==> src/rtl/mbs_pkg.sv <==
package mbs_pkg;

   localparam int LANE_W = 8;

   // decoded view of the bus control pins for one clock
   typedef struct packed {
      logic       sel;      // chip selected
      logic       addr_ph;  // address phase this cycle
      logic       rd;       // read strobe active and selected
      logic [1:0] wr;       // per-lane write in a data phase
      logic       strobe;   // any access strobe with chip selected
   } bus_ctl_t;

endpackage

==> src/rtl/mbs_decode.sv <==
module mbs_decode
   import mbs_pkg::*;
(
   input  logic     cs_n,
   input  logic     adv_n,
   input  logic     oe_n,
   input  logic     we_lo_n,
   input  logic     we_hi_n,
   output bus_ctl_t ctl
);

   always_comb begin
      ctl.sel     = ~cs_n;
      ctl.addr_ph = ~cs_n & ~adv_n;
      ctl.rd      = ~cs_n & ~oe_n;
      ctl.wr[0]   = ~cs_n & adv_n & ~we_lo_n;
      ctl.wr[1]   = ~cs_n & adv_n & ~we_hi_n;
      ctl.strobe  = ~cs_n & (~oe_n | ~we_lo_n | ~we_hi_n);
   end

endmodule

==> src/rtl/mbs_addr_latch.sv <==
module mbs_addr_latch #(
   parameter int IDX_W = 3
) (
   input  logic             clk,
   input  logic             rst,
   input  logic             load,
   input  logic [IDX_W-1:0] idx_in,
   output logic [IDX_W-1:0] idx_q
);

   always_ff @(posedge clk) begin
      if (rst)
         idx_q <= '0;
      else if (load)
         idx_q <= idx_in;
   end

endmodule

==> src/rtl/mbs_regfile.sv <==
module mbs_regfile #(
   parameter int DATA_W    = 16,
   parameter int NREGS     = 8,
   parameter bit READ_PIPE = 1'b0,
   localparam int IDX_W    = $clog2(NREGS),
   localparam int LANES    = DATA_W / mbs_pkg::LANE_W,
   localparam int FLAT_W   = NREGS * DATA_W
) (
   input  logic              clk,
   input  logic              rst,
   input  logic [IDX_W-1:0]  idx,
   input  logic [LANES-1:0]  lane_we,
   input  logic [DATA_W-1:0] wr_data,
   output logic [DATA_W-1:0] rd_data,
   output logic [FLAT_W-1:0] regs_flat
);

   localparam int LW = mbs_pkg::LANE_W;

   logic [DATA_W-1:0] words [NREGS];

   always_ff @(posedge clk) begin
      for (int r = 0; r < NREGS; r++) begin
         for (int l = 0; l < LANES; l++) begin
            if (rst)
               words[r][l*LW +: LW] <= '0;
            else if (lane_we[l] && (idx == IDX_W'(r)))
               words[r][l*LW +: LW] <= wr_data[l*LW +: LW];
         end
      end
   end

   for (genvar r = 0; r < NREGS; r++) begin : g_flat
      assign regs_flat[r*DATA_W +: DATA_W] = words[r];
   end

   if (READ_PIPE) begin : g_rd_reg
      logic [DATA_W-1:0] rd_q;
      always_ff @(posedge clk) begin
         if (rst)
            rd_q <= '0;
         else
            rd_q <= words[idx];
      end
      assign rd_data = rd_q;
   end else begin : g_rd_comb
      assign rd_data = words[idx];
   end

endmodule

==> src/rtl/mbs_ack.sv <==
module mbs_ack (
   input  logic clk,
   input  logic rst,
   input  logic strobe,
   output logic dtack_n
);

   logic seen_q;

   always_ff @(posedge clk) begin
      if (rst)
         seen_q <= 1'b0;
      else
         seen_q <= strobe;
   end

   // asserted from the clock after the strobe, dropped as soon as it goes
   assign dtack_n = ~(seen_q & strobe);

endmodule

==> src/rtl/mux_bus_slave.sv <==
module mux_bus_slave #(
   parameter int DATA_W    = 16,
   parameter int NREGS     = 8,
   parameter int ADDR_LSB  = 1,
   parameter bit READ_PIPE = 1'b0,
   localparam int IDX_W    = $clog2(NREGS),
   localparam int LANES    = DATA_W / mbs_pkg::LANE_W,
   localparam int FLAT_W   = NREGS * DATA_W
) (
   input  logic              clk,
   input  logic              rst,
   input  logic              cs_n,
   input  logic              adv_n,
   input  logic              oe_n,
   input  logic              we_lo_n,
   input  logic              we_hi_n,
   input  logic [DATA_W-1:0] ad_in,
   output logic [DATA_W-1:0] ad_out,
   output logic              ad_oe,
   output logic              dtack_n,
   output logic [FLAT_W-1:0] regs_flat
);

   import mbs_pkg::*;

   if (LANES != 2) begin : g_bad_width
      $error("mux_bus_slave: DATA_W must give exactly two byte lanes");
   end
   if ((1 << IDX_W) != NREGS || NREGS < 2) begin : g_bad_depth
      $error("mux_bus_slave: NREGS must be a power of two, at least 2");
   end
   if (ADDR_LSB + IDX_W > DATA_W) begin : g_bad_lsb
      $error("mux_bus_slave: index field does not fit the bus");
   end

   bus_ctl_t         ctl;
   logic [IDX_W-1:0] idx_q;

   mbs_decode u_decode (
      .cs_n    (cs_n),
      .adv_n   (adv_n),
      .oe_n    (oe_n),
      .we_lo_n (we_lo_n),
      .we_hi_n (we_hi_n),
      .ctl     (ctl)
   );

   mbs_addr_latch #(.IDX_W(IDX_W)) u_addr (
      .clk    (clk),
      .rst    (rst),
      .load   (ctl.addr_ph),
      .idx_in (ad_in[ADDR_LSB +: IDX_W]),
      .idx_q  (idx_q)
   );

   mbs_regfile #(
      .DATA_W    (DATA_W),
      .NREGS     (NREGS),
      .READ_PIPE (READ_PIPE)
   ) u_regs (
      .clk       (clk),
      .rst       (rst),
      .idx       (idx_q),
      .lane_we   (ctl.wr),
      .wr_data   (ad_in),
      .rd_data   (ad_out),
      .regs_flat (regs_flat)
   );

   mbs_ack u_ack (
      .clk     (clk),
      .rst     (rst),
      .strobe  (ctl.strobe),
      .dtack_n (dtack_n)
   );

   assign ad_oe = ctl.rd;

endmodule

==> config.mk <==
export PLATFORM = sky130hd
export DESIGN_NAME = mux_bus_slave
export DESIGN_NICKNAME = d
export VERILOG_FILES = /design/src/rtl/mbs_pkg.sv /design/src/rtl/mbs_decode.sv /design/src/rtl/mbs_addr_latch.sv /design/src/rtl/mbs_regfile.sv /design/src/rtl/mbs_ack.sv /design/src/rtl/mux_bus_slave.sv
export SDC_FILE = /design/constraint.sdc
export NUM_CORES = 1
export LEC_CHECK = 0
export ABC_AREA = 0
export CAP_MARGIN = 0
export CORE_MARGIN = 2
export CORE_UTILIZATION = 53
export CTS_CLUSTER_DIAMETER = 60
export DETAILED_ROUTE_END_ITERATION = 7
export PLACE_DENSITY = 0.86
export SYNTH_ARGS = -nofsm -noshare
export SYNTH_HDL_FRONTEND = slang
export SYNTH_HIERARCHICAL = 1
export SYNTH_SLANG_ARGS = --single-unit
export TNS_END_PERCENT = 1
==> constraint.sdc <==
create_clock -name clk -period 4.3 [get_ports clk]
set_input_delay 0.43 -clock clk [delete_from_list [all_inputs] [get_ports clk]]
set_output_delay 0.43 -clock clk [all_outputs]
set_load 0.005 [all_outputs]
; Word-level counts from Yosys, hierarchy flattened
; Memory sizes are Yosys's and may differ from the RTL's. A register that Yosys moved wholly into a read port is not among the register bits.
; Cells that the tools add are included.
[totals]
register_bits = 4
mem_bits_rw = 128
output_inout_bits = 146
memories = 1
[classes]
eq_ne = 7
muxes = 68
n_bitwise = 31
reduce_logical = 17
[memory_table]
columns = memory, depth, width, rd, rd_clocked_by_memory_dff, write_ports, line_no
row1 = u_regs.words, 8, 16, 9, 1, 8, mbs_regfile.sv:20  ; logic [DATA_W-1:0] words [NREGS];
[op_table]
columns = cell, count
row1 = two-way mux 8 bit, 16
row2 = two-way mux 1 bit, 50
row3 = bitwise OR 1 bit, 18
row4 = logical AND 1 bit, 16
row5 = "== test 3 bit, second input constant", 4
row6 = AND 1 bit, 7
row7 = "== test 3 x 2 -> 1 bit, second input constant", 2
row8 = two-way mux 3 bit, 2
row9 = NOT 1 bit, 6
row10 = "== test 3 x 1 -> 1 bit, second input constant", 1
row11 = zero test 3 bit, 1

; Logic depth before layout (Yosys ltp)
; Gate-level depths: netlist (run 1).
[depth]
ltp_word = 8
mapped_depth = 6

; Hierarchy
; The synthesis (run 1) kept the hierarchy.
[by_module_without_submodules]
columns = mod, instances, cells_each, area_per_inst_um2
row1 = mbs_regfile, 1, 432, 6160.9
row2 = mbs_addr_latch, 1, 9, 101.3
row3 = mbs_ack, 1, 3, 37.5
row4 = mbs_decode, 1, 6, 32.5

; Worst setup path before layout (run 1)
; Ideal clock, no wire load.
[synth_timing]
kind = register -> register
from = register u_addr.idx_q[2]
to = memory u_regs.words[2][0], enable pin
setup_time_ns = 0.375
arrival_ns = 1.433
setup_slack_ns = 2.492
path_stages_with_launch = 6
path_buffers = 3
synth_period_minus_slack_ns = 1.808
cell_sequence = dfxtp_1 > buf_2 > or2_1 > buf_4 > buf_4 > o21bai_1
[synth_lines]
columns = item, line_no
row1 = start: declaration, mbs_addr_latch.sv:8  ; output logic [IDX_W-1:0] idx_q
row2 = start signal: assignment, mbs_addr_latch.sv:15  ; idx_q <= idx_in;
row3 = end: declaration, mbs_regfile.sv:20

==> results.json, run 1 <==
{
  "dr.pass1.iters": 5,
  "clk_pin_slew_ns": 0.06,
  "pin_count": 169,
  "fp.coreArea_mm2": 0.0115,
  "tightest_slew_ns": 0.907,
  "grt_usage_pct": 28.8,
  "p_leak_nw": 3.13,
  "avgSynthCellArea_um2": 14.1,
  "synth_nets": 472,
  "core.rowCount": 39,
  "status": "finished, final reports clean",
  "drc": 0,
  "crit_type": "register to output pin",
  "tritoncts": "done",
  "arrival_ns": 3.01,
  "hold_path.class": "register to register",
  "grt_pass1_wl_mm": 27.2,
  "setup_viol": 0,
  "max_clock_freq_ghz": 0.291,
  "cts_hold_buf": 0,
  "clkSinkCount": 132,
  "cap_violations": 0,
  "drive_gt1_share_pct": 14.1,
  "clk_latency_ns": 0.41,
  "drt-total-wl_mm": 18.0,
  "cts_setup_buffers": 0,
  "antenna_found_initial": 0,
  "syn_inst": 449,
  "cp_max_fo": 17,
  "wl_per_cell_um": 23.2,
  "netlist_area_mm2": 0.00633,
  "end_kind": "output pin",
  "numCtsBuffers": 17,
  "dieArea_mm2": 0.0128,
  "root_buffer": "clkbuf_16",
  "cts_max_path_buffers": 2,
  "num_vias": 4548,
  "setup-tns-final_ns": 0,
  "syn2layout_area_growth_pct": 36.9,
  "start_util_pct": 55.0,
  "rsz0062_at_grt": "no",
  "crit_required_ns": 3.87,
  "vias_per_cell": 5.88,
  "slew_violations": 0,
  "maxSlewHeadroom_pct": 39.4,
  "cts_resized": 0,
  "die_h_um": 113,
  "htree_levels": 4,
  "final_hold_viol_count": 0,
  "yosysWarnings": 6,
  "fin_util_pct": 75.2,
  "grt_pass1_vias": 4602,
  "drt_iter0_markers": 432,
  "fin_crit_sh_pct": 80.0,
  "finalCriticalPeriod_ns": 3.44,
  "power_density_mw_per_mm2": 378,
  "io_buffers": 168,
  "diodes": 0,
  "gp_congestion": 0.922,
  "grt_start_max_net_pins": 37,
  "final.fill_count": 723,
  "num-nets-final": 641,
  "die_w_um": 113,
  "ant_nets": 0,
  "final.setup_skew_ns": 0.00706,
  "startpoint_type": "register",
  "hpwl_mm": 12.9,
  "grt_overflow": 0,
  "irDropWorstVdd_uv": 299,
  "dpl_cell_area_mm2": 0.00807,
  "design_power_total_mw": 3.28,
  "final_cell_area_mm2": 0.00866
}
[registers in the layout, indices dropped and copies added (netlist names)]
signal / cells
u_regs/words: 128
u_addr/idx_q: 3
u_ack/seen_q: 1
[cell usage in the layout, fill, tap and decap left out, drive strengths merged]
cell and count:
nor3b 3, nand3b 2, mux2 28, clkinv 5, or3 1, bufinv 2
nand2b 5, clkdlybuf4s50 168, nor2 26, a211oi 4, and2 128, clkinvlp 5
edfxtp 128, mux4 2, a31o 2, a221oi 11, a31oi 1, or3b 3
o21ai 1, nor2b 4, nand3 1, inv 2, o22ai 20, nand2 8
buf 3, o21bai 8, clkbuf 20, dfxtp 4, or2 1, o32ai 3
mux2i 20, o2bb2ai 6, a21o 6
[per-layer routing]
| metal | up-vias | part of all wire (%) | routed length [um] | track usage, % |
|---|---|---|---|---|
| met1 | 2223 | 40 | 7240 | 39.8 |
| met2 | 291 | 48 | 8710 | 45.9 |
| met5 | - | 0 | 0 | 0 |
| met3 | 21 | 10 | 1820 | 7.61 |
| met4 | 0 | 1.1 | 195 | 7.72 |
| li1 | 2013 | - | - | - |
[per-stage QoR]
step	hold slack [ns]	setup slack [ns]	std cells
after floorplan	0.455	2.49	449
after global placement	0.685	1.44	742
after detailed placement	0.714	1.35	742
after CTS	0.718	0.896	774
after global routing	0.759	0.799	774
final	0.720	0.858	774
[final timing paths]
check	slack [ns]	end	start	cells past startpoint
max	0.86	ad_out[12]	u_addr/idx_q[2]	5
min	0.72	u_addr/idx_q[2]	u_addr/idx_q[2]	2
max reg2reg	1.77	u_regs/words[3][13]	u_addr/idx_q[1]	3
min reg2reg	0.72	u_addr/idx_q[2]	u_addr/idx_q[2]	2
[critical path, stage by stage, from the launching register on]
cell,delay [ns]
dfxtp_1,0.60
buf_4,0.31
or2_1,0.62
o32ai_1,0.25
a221oi_2,0.27
clkdlybuf4s50_1,0.55
[where the power goes]
part / leakage [nW] / switching [mW] / total [mW] / internal [mW]
registers: 1.36 / 0.0374 / 1.50 / 1.46
clock network: 0.280 / 0.528 / 1.42 / 0.896
logic: 1.49 / 0.167 / 0.356 / 0.189
[layout make-up]
class                           count  area [um^2]  area share, %
Multi-Input combinational cell    294         2240           25.8
Tap cell                          143          179           2.07
Inverter                            2         7.51         0.0867
Clock inverter                     12          130           1.50
Sequential cell                   132         3930           45.3
Clock buffer                       20          467           5.39
Timing Repair Buffer              171         1720           19.8
(Power assumes the default switching activity.)
==> run 2, diff against run 1 <==
- CORE_UTILIZATION: 53 -> 44
- PLACE_DENSITY: 0.86 -> 0.77
- clock period: 4.3 -> 3.1 ns (I/O delays scaled with it)
==> run 2 against run 1 <==
  * Setup slack worse by 0.63 ns
  * Via count is 3.2% higher
  * Core utilization decreased by 12 points
  * Global-route usage down 3.9 points
  * First-iteration DRC count rose by 31%
  * Non-clock buffer count is 15 higher
  * Clock power is 38% higher
  * Cell count grew 6.6%
  * Die area is 20% higher
  * Critical path type unchanged
  * Critical endpoint is now ad_out[14]
  * Largest cell class unchanged
  * Largest power group unchanged
==> results.json, run 2 (same netlist as run 1, synthesis figures left out) <==
{
  "crit_type": "register to output pin",
  "setup_viol": 0,
  "rsz0062_at_grt": "no",
  "root_buffer": "clkbuf_16",
  "num_vias": 4695,
  "start_util_pct": 45.2,
  "drt-total-wl_mm": 18.9,
  "clkSinkCount": 132,
  "gp_congestion": 0.972,
  "max_stage_delay_ns": 0.60,
  "drc": 0,
  "htree_levels": 4,
  "grt_overflow": 0,
  "pin_count": 169,
  "r2r_slack_ns": 0.99,
  "grt_usage_pct": 25.0,
  "crit_required_ns": 2.79,
  "numCtsBuffers": 17,
  "cap_violations": 0,
  "cts_hold_buf": 0,
  "design_power_total_mw": 4.55,
  "status": "finished, final reports clean",
  "cts_setup_buffers": 0,
  "slew_violations": 0,
  "r2r_cells": 3,
  "tightest_slew_ns": 0.801,
  "grt_start_max_net_pins": 34,
  "worstHoldPathCells": 3,
  "largest-register": "u_regs/words",
  "cp_max_fo": 33,
  "diodes": 0,
  "io_buffers": 168,
  "dr.pass1.iters": 5,
  "final_common_cell": "clkdlybuf4s50_1",
  "core.rowCount": 43,
  "clk_pin_slew_ns": 0.06,
  "antenna_found_initial": 0,
  "hpwl_mm": 13.9,
  "ant_nets": 0,
  "cts_max_path_buffers": 2,
  "p_leak_nw": 3.19,
  "maxSlewHeadroom_pct": 46.4,
  "wl_per_cell_um": 22.9,
  "reg_top3": "u_regs/words (128), u_addr/idx_q (3), u_ack/seen_q (1)",
  "drt_iter0_markers": 566,
  "path_cells": "buf_12, mux2_2, o22ai_1, a221oi_1, clkdlybuf4s50_1",
  "die_w_um": 124,
  "num-nets-final": 656,
  "grt_pass1_wl_mm": 27.4,
  "die_h_um": 124,
  "dp.cells": 794,
  "fin_cells": 825,
  "place_ws_ns": 0.484,
  "clk_latency_ns": 0.42,
  "irDropWorstVdd_uv": 378,
  "final_cell_mix": "clkdlybuf4s50_1, and2_1, edfxtp_1",
  "syn2layout_area_growth_pct": 39.0,
  "path_delay_family": "buffers and inverters",
  "final_hold_viol_count": 0,
  "crit_buf_inv": 2,
  "dieArea_mm2": 0.0154,
  "fin_crit_sh_pct": 92.5,
  "vias_per_cell": 5.69,
  "end_kind": "output pin",
  "hold_path.class": "input port to register",
  "largest_reg_flops": 128,
  "max_clock_freq_ghz": 0.349,
  "finalCriticalPeriod_ns": 2.87,
  "startpoint_type": "register",
  "crit_slowest_cell": "dfxtp_4",
  "arrival_ns": 2.56,
  "final.setup_skew_ns": 0.00543,
  "drive_gt1_share_pct": 14.9,
  "cp_num_cells": 5,
  "power_density_mw_per_mm2": 517,
  "setup-tns-final_ns": 0,
  "grt_pass1_vias": 4556,
  "fp.coreArea_mm2": 0.0140,
  "worst_slack_ns": 0.231,
  "tritoncts": "done"
}
[run 2: cell type report]
class,instances,area (um^2)
Sequential cell,132,3930
Tap cell,180,225
Clock inverter,12,139
Inverter,2,7.51
Multi-Input combinational cell,294,2240
Timing Repair Buffer,186,1830
Clock buffer,19,433
Fill cell,1036,5190
[run 2: routing by layer]
metal  global-route usage (%)  vias up  share of wire, %
met1                     35.8     2279                41
met4                     8.78        0               2.5
met5                        0        -                 0
li1                         -     2044                 -
met2                     37.9      327                47
met3                     5.22       45               9.6
[run 2: path summary, 6_finish.rpt]
kind | start | end
worst min register to register | u_addr/idx_q[1] | u_addr/idx_q[1]
worst max-delay path | u_addr/idx_q[1] | ad_out[14]
worst max register to register | u_addr/idx_q[1] | u_regs/words[2][11]
worst min-delay path | we_hi_n | u_ack/seen_q
[run 2: per-stage QoR]
stage | hold WS, ns | area (um^2) | util (%)
after floorplan | 0.374 | 6330 | -
after global placement | 0.729 | 8220 | 58.8
after detailed placement | 0.726 | 8220 | 58.8
after CTS | 0.641 | 8800 | 62.9
after global routing | 0.653 | 8800 | 62.9
final | 0.649 | 8800 | 62.9
[run 2: worst reg2reg max path, stage by stage, from the launching register on]
cell and delay [ns]:
dfxtp_4 0.60, buf_12 0.28, nand2_1 0.19, o21bai_1 0.66
[run 2: where the power goes]
| part | internal [mW] | switching, mW | leakage [nW] | total, mW |
|---|---|---|---|---|
| Combinational | 0.273 | 0.239 | 1.56 | 0.512 |
| Sequential | 2.02 | 0.0550 | 1.36 | 2.08 |
| Clock | 1.24 | 0.713 | 0.263 | 1.96 |
| Total | 3.54 | 1.01 | 3.19 | 4.55 |
[run 2: repair_timing]
action,CTS,global route
endpoints found under the setup margin,0,1
gates resized for setup,0,1
hold endpoints to repair,0,0
==> run 3, diff against run 2 <==
- CAP_MARGIN: 0 -> not set
- CTS_CLUSTER_SIZE: not set -> 14
==> results of run 3 <==
No change in the layout: final DEF, timing and power equal those of run 2.
